==> src/rtl/vsup_pkg.sv <==
package vsup_pkg;
  typedef enum logic {
    WD_WATCH = 1'b0,
    WD_FIRE  = 1'b1
  } wd_state_e;

  function automatic int unsigned cnt_width(input int unsigned limit);
    return (limit < 2) ? 1 : $clog2(limit + 1);
  endfunction
endpackage

==> src/rtl/vsup_cs_edge.sv <==
module vsup_cs_edge #(
  parameter int STAGES = 2
) (
  input  logic clk_i,
  input  logic clr_i,
  input  logic cs_n_i,
  output logic fall_o
);
  logic [STAGES:0] chain;

  for (genvar g = 0; g <= STAGES; g++) begin : g_stage
    if (g == 0) begin : g_first
      always_ff @(posedge clk_i) begin
        if (clr_i) chain[g] <= 1'b1;
        else       chain[g] <= cs_n_i;
      end
    end else begin : g_next
      always_ff @(posedge clk_i) begin
        if (clr_i) chain[g] <= 1'b1;
        else       chain[g] <= chain[g-1];
      end
    end
  end

  assign fall_o = chain[STAGES] & ~chain[STAGES-1];
endmodule

==> src/rtl/vsup_pg_delay.sv <==
module vsup_pg_delay #(
  parameter int unsigned DELAY_CYC = 64
) (
  input  logic clk_i,
  input  logic supply_low_i,
  output logic ok_o
);
  localparam int unsigned CW = vsup_pkg::cnt_width(DELAY_CYC);
  localparam logic [CW-1:0] LIMIT = CW'(DELAY_CYC);

  logic [CW-1:0] cnt_q;

  always_ff @(posedge clk_i) begin
    if (supply_low_i)        cnt_q <= '0;
    else if (cnt_q != LIMIT) cnt_q <= cnt_q + 1'b1;
  end

  assign ok_o = (cnt_q == LIMIT);
endmodule

==> src/rtl/vsup_wdog.sv <==
module vsup_wdog #(
  parameter int unsigned TIMEOUT_CYC = 40,
  parameter int unsigned PULSE_CYC   = 8
) (
  input  logic clk_i,
  input  logic clr_i,
  input  logic kick_i,
  output logic fire_o
);
  import vsup_pkg::*;

  localparam int unsigned TW = cnt_width(TIMEOUT_CYC);
  localparam int unsigned PW = cnt_width(PULSE_CYC);
  localparam logic [TW-1:0] T_LAST = TW'(TIMEOUT_CYC - 1);
  localparam logic [PW-1:0] P_LAST = PW'(PULSE_CYC - 1);

  wd_state_e     state_q;
  logic [TW-1:0] tcnt_q;
  logic [PW-1:0] pcnt_q;

  always_ff @(posedge clk_i) begin
    if (clr_i) begin
      state_q <= WD_WATCH;
      tcnt_q  <= '0;
      pcnt_q  <= '0;
    end else begin
      unique case (state_q)
        WD_WATCH: begin
          if (kick_i) begin
            tcnt_q <= '0;
          end else if (tcnt_q == T_LAST) begin
            state_q <= WD_FIRE;
            tcnt_q  <= '0;
            pcnt_q  <= '0;
          end else begin
            tcnt_q <= tcnt_q + 1'b1;
          end
        end
        WD_FIRE: begin
          if (pcnt_q == P_LAST) begin
            state_q <= WD_WATCH;
            tcnt_q  <= '0;
          end else begin
            pcnt_q <= pcnt_q + 1'b1;
          end
        end
        default: state_q <= WD_WATCH;
      endcase
    end
  end

  assign fire_o = (state_q == WD_FIRE);
endmodule

==> src/rtl/vsup_reset_gen.sv <==
module vsup_reset_gen #(
  parameter int unsigned PG_DELAY_CYC   = 64,
  parameter int unsigned WD_TIMEOUT_CYC = 40,
  parameter int unsigned WD_PULSE_CYC   = 8,
  parameter int          SYNC_STAGES    = 2,
  parameter bit          ACTIVE_LOW     = 1'b1
) (
  input  logic clk_i,
  input  logic supply_low_i,
  input  logic cs_n_i,
  input  logic wd_en_i,
  output logic rst_o
);
  logic pg_ok;
  logic sup_hold;
  logic wd_clr;
  logic cs_fall;
  logic wd_fire;
  logic rst_act;

  vsup_pg_delay #(.DELAY_CYC(PG_DELAY_CYC)) u_pg (
    .clk_i        (clk_i),
    .supply_low_i (supply_low_i),
    .ok_o         (pg_ok)
  );

  assign sup_hold = supply_low_i | ~pg_ok;
  assign wd_clr   = sup_hold | ~wd_en_i;

  vsup_cs_edge #(.STAGES(SYNC_STAGES)) u_cs (
    .clk_i  (clk_i),
    .clr_i  (sup_hold),
    .cs_n_i (cs_n_i),
    .fall_o (cs_fall)
  );

  vsup_wdog #(
    .TIMEOUT_CYC (WD_TIMEOUT_CYC),
    .PULSE_CYC   (WD_PULSE_CYC)
  ) u_wd (
    .clk_i  (clk_i),
    .clr_i  (wd_clr),
    .kick_i (cs_fall),
    .fire_o (wd_fire)
  );

  assign rst_act = sup_hold | wd_fire;

  if (ACTIVE_LOW) begin : g_low
    assign rst_o = ~rst_act;
  end else begin : g_high
    assign rst_o = rst_act;
  end
endmodule

==> config.mk <==
export PLATFORM = sky130hd
export DESIGN_NAME = vsup_reset_gen
export DESIGN_NICKNAME = d
export VERILOG_FILES = /design/src/rtl/vsup_pkg.sv /design/src/rtl/vsup_cs_edge.sv /design/src/rtl/vsup_pg_delay.sv /design/src/rtl/vsup_wdog.sv /design/src/rtl/vsup_reset_gen.sv
export SDC_FILE = /design/constraint.sdc
export NUM_CORES = 1
export LEC_CHECK = 0
export BUFFER_PORTS_ARGS = -buffer_cell sky130_fd_sc_hd__buf_2
export CORE_MARGIN = 1.5
export CORE_UTILIZATION = 45
export CTS_CLUSTER_DIAMETER = 30
export DETAILED_ROUTE_END_ITERATION = 16
export MAX_ROUTING_LAYER = met4
export PLACE_DENSITY = 0.67
export SKIP_CTS_REPAIR_TIMING = 1
export SLEW_MARGIN = 15
export SYNTH_ARGS = -nofsm -noshare
export SYNTH_HDL_FRONTEND = slang
export SYNTH_SLANG_ARGS = --single-unit
export TNS_END_PERCENT = 1
==> constraint.sdc <==
create_clock -name clk_i -period 1.5 [get_ports clk_i]
set_input_delay 0.3 -clock clk_i [delete_from_list [all_inputs] [get_ports clk_i]]
set_output_delay 0.3 -clock clk_i [all_outputs]
set_load 0.02 [all_outputs]
==> summary.md <==
| Metric | Value |
|---|---|
| Share of flip-flops with an asynchronous set or reset | `0` |
| Antenna Cells | `0` |
| Vias in the first global route | `829` |
| Hold crit path type | `primary input to flip-flop` |
| EDFF count, synth | `0` |
| Area Overhead vs Synth | `24.05%` |
| Most common cell in the netlist | `dfxtp_1` |
| Final min period | `1.903 ns` |
| Seq/Total Area, Yosys | `0.4253` |
| Layout net count | `134` |
| Stages on worst setup path | `7` |
| Filler Cell Count | `188` |
| Worst-path clk slew | `0.12 ns` |
| Maximum level of the CTS H-tree | `1` |
| Clock Latency Late Sink | `0.30 ns` |
| DIE AREA | `2487 um^2` |
| Synthesized area | `988.4 um^2` |
| Worst Tran Pin Value | `0.4747 ns` |
| Leak | `0.4483 nW` |
| Via density per instance | `5.178` |
| Initial antenna violation count | `0` |
| I/O pin cnt | `5` |
| First-iteration detailed-routing DRC count | `10` |
| Worst setup SP type | `flip-flop` |
| Synth Register Bits | `21` |
| Cell taking the most area after synthesis | `dfxtp_1` |
| Worst Hold Slack | `0.1772 ns` |
| Storage cell area | `425.4 um^2` |
| Ordered list of cells on the worst path | `inv_2 -> ha_4 -> nor4b_4 -> nor2b_4 -> and2b_1 -> and2b_2 -> buf_6` |
| Clock Skews | `0.005021 ns` |
| Worst slew margin | `0.6816` |
| Core outline area | `2022 um^2` |
| Violated checks | `negative setup slack` |
| Top FF cell, synth | `dfxtp_1` |
| Final TNS setup | `-0.4027 ns` |
| TritonRoute pass-1 iters | `4` |
| Critical path's top delay family | `simple AND/OR/NAND/NOR gates` |
| P per Cell Area | `742.6 nW/um^2` |
| CP arrival | `1.60 ns` |
| Worst EP required | `1.20 ns` |
| Routed via count | `787` |
| Hold Path Stages | `2` |
| Yosys Warn Count | `0` |
| Max incr delay on CP | `0.34 ns` |
| Cell depth of the worst flop-to-flop path | `7` |
| Status | `finished with violations` |
| Hold Vio Cnt, Final | `0` |
| Largest net degree at the start of global routing | `15` |
| CTS Buffer Depth | `2` |
| Overall routing resource usage | `0.1912` |
| Synth Instances | `106` |
| ANT nets after route | `0` |
| Synth top area share | `0.4253` |
| Share of layout cells above drive strength 1 | `0.3200` |
| WL final | `1984 um` |
| Die H | `49.87 um` |
| Area occupied by multi-input gates | `586.8 um^2` |
| Pre-CTS worst setup slack | `-0.08425 ns` |
| Ranking of synthesized cells by area | `dfxtp_1 (43%), ha_1 (5.1%), nand3_1 (4.6%), xor2_1 (4.4%), xnor2_1 (3.5%)` |
| Crit path max-delay cell type | `dfxtp_2` |
| Critical path peak fanout | `2` |
| Initial Util | `0.4889` |
| IR drop worst, VDD | `577.0 uV` |
| Max-Cap Viols | `0` |
| Dpl cell area | `1161 um^2` |
| Period utilisation layout | `1.268` |
| Net count after synthesis | `114` |
| Input/output buffers | `4` |
| First-pass GRT wire length | `3491 um` |
| Mapped Avg Cell Area | `9.325 um^2` |
| Max Freq | `525.6 MHz` |
| Total clock sinks | `21` |
| Critical path class | `flip-flop to output pin` |
| Final worst slack | `-0.4027 ns` |
| HPWL after DPL | `1442 um` |
| Cell area after layout | `1226 um^2` |
| Final Max Slew Viols | `0` |
| CP Capture Type | `output pin` |
| CTS tree | `built` |
| Yosys cell types | `31` |
| RSZ-0062 raised after global routing | `yes` |
| List of most frequent post-synthesis cells | `dfxtp_1 (21), nand3_1 (9), nor2_1 (7), a21oi_1 (6), nand2_1 (6)` |
| Width of the die | `49.87 um` |
| Routed WL per cell | `13.05 um` |
| # setup viols final | `1` |
| Total gr overflow | `0` |
| Num CTS Buffers | `3` |
| Root buffer cell | `clkbuf_4` |
| CP bufs+invs | `2` |
| DRC | `0` |
| Cell Rows | `16` |
| Gpl congestion | `0.7815` |
## state kept, by name (all words and copies together) (netlist names)
| signal | flops |
|---|---|
| u_wd.tcnt_q | 6 |
| u_wd.pcnt_q | 4 |
| u_cs.chain | 3 |
| u_wd.fire_o | 1 |
| u_pg.cnt_q | 7 |
## stage by stage
| stage | power [W] | std cells | utilization |
|---|---|---|---|
| after CTS | 0.0009178 | 152 | 0.5873 |
| after global routing | 0.0009566 | 152 | 0.6064 |
| after global placement | 0.0006502 | 148 | 0.5743 |
| final | 0.0009106 | 152 | 0.6064 |
| after floorplan | 0.0006202 | 106 | - |
| after detailed placement | 0.0006531 | 148 | 0.5743 |
## layout make-up
cell class | instances | area share
multi-input cells | 78 | 0.4786
flip-flops and latches | 21 | 0.3469
repair buffers | 20 | 0.1194
well taps | 27 | 0.02755
clock buffers | 4 | 0.02143
inverters | 2 | 0.006122
## layer usage
metal | track usage | share of wire | up-vias
met5 | - | 0 | -
met4 | 0.08333 | 0.012 | 0
met3 | 0.03636 | 0.015 | 2
met2 | 0.3333 | 0.53 | 5
met1 | 0.2110 | 0.45 | 371
li1 | - | - | 409
## cells by family after synthesis
kind of cell / synth area share
xor gates and xnor gates: 0.07974
DFF: 0.4253
muxes: 0.02025
adders and majority gates: 0.05063
buffers and inverters: 0.03417
and+or+nand+nor: 0.2949
AOI/OAI and AO/OA: 0.09494
## cell usage in the layout, fill, tap and decap left out, types with 3 or more instances in the layout
master / n
a21oi_1: 5
nand3_1: 9
nand2b_1: 5
nor3_1: 5
buf_4: 16
xor2_1: 5
nand2_1: 6
dfxtp_2: 4
nor2_1: 7
dfxtp_1: 17
xnor2_1: 4
clkbuf_4: 3
buf_2: 3
## final timing paths
check                      from              to  slack, ns
setup / recovery  u_pg.cnt_q[0]           rst_o      -0.40
hold reg to reg   u_cs.chain[0]   u_cs.chain[1]       0.43
setup reg to reg  u_pg.cnt_q[0]  u_wd.pcnt_q[3]       0.03
hold / removal           cs_n_i   u_cs.chain[0]       0.18
## power breakdown
part | total [W] | switching (W) | internal (W)
Combinational | 0.0000726 | 0.0000295 | 0.0000431
Sequential | 0.000570 | 0.00000428 | 0.000566
Clock | 0.000268 | 0.000165 | 0.000103
Power figures use the tool's default switching activity.
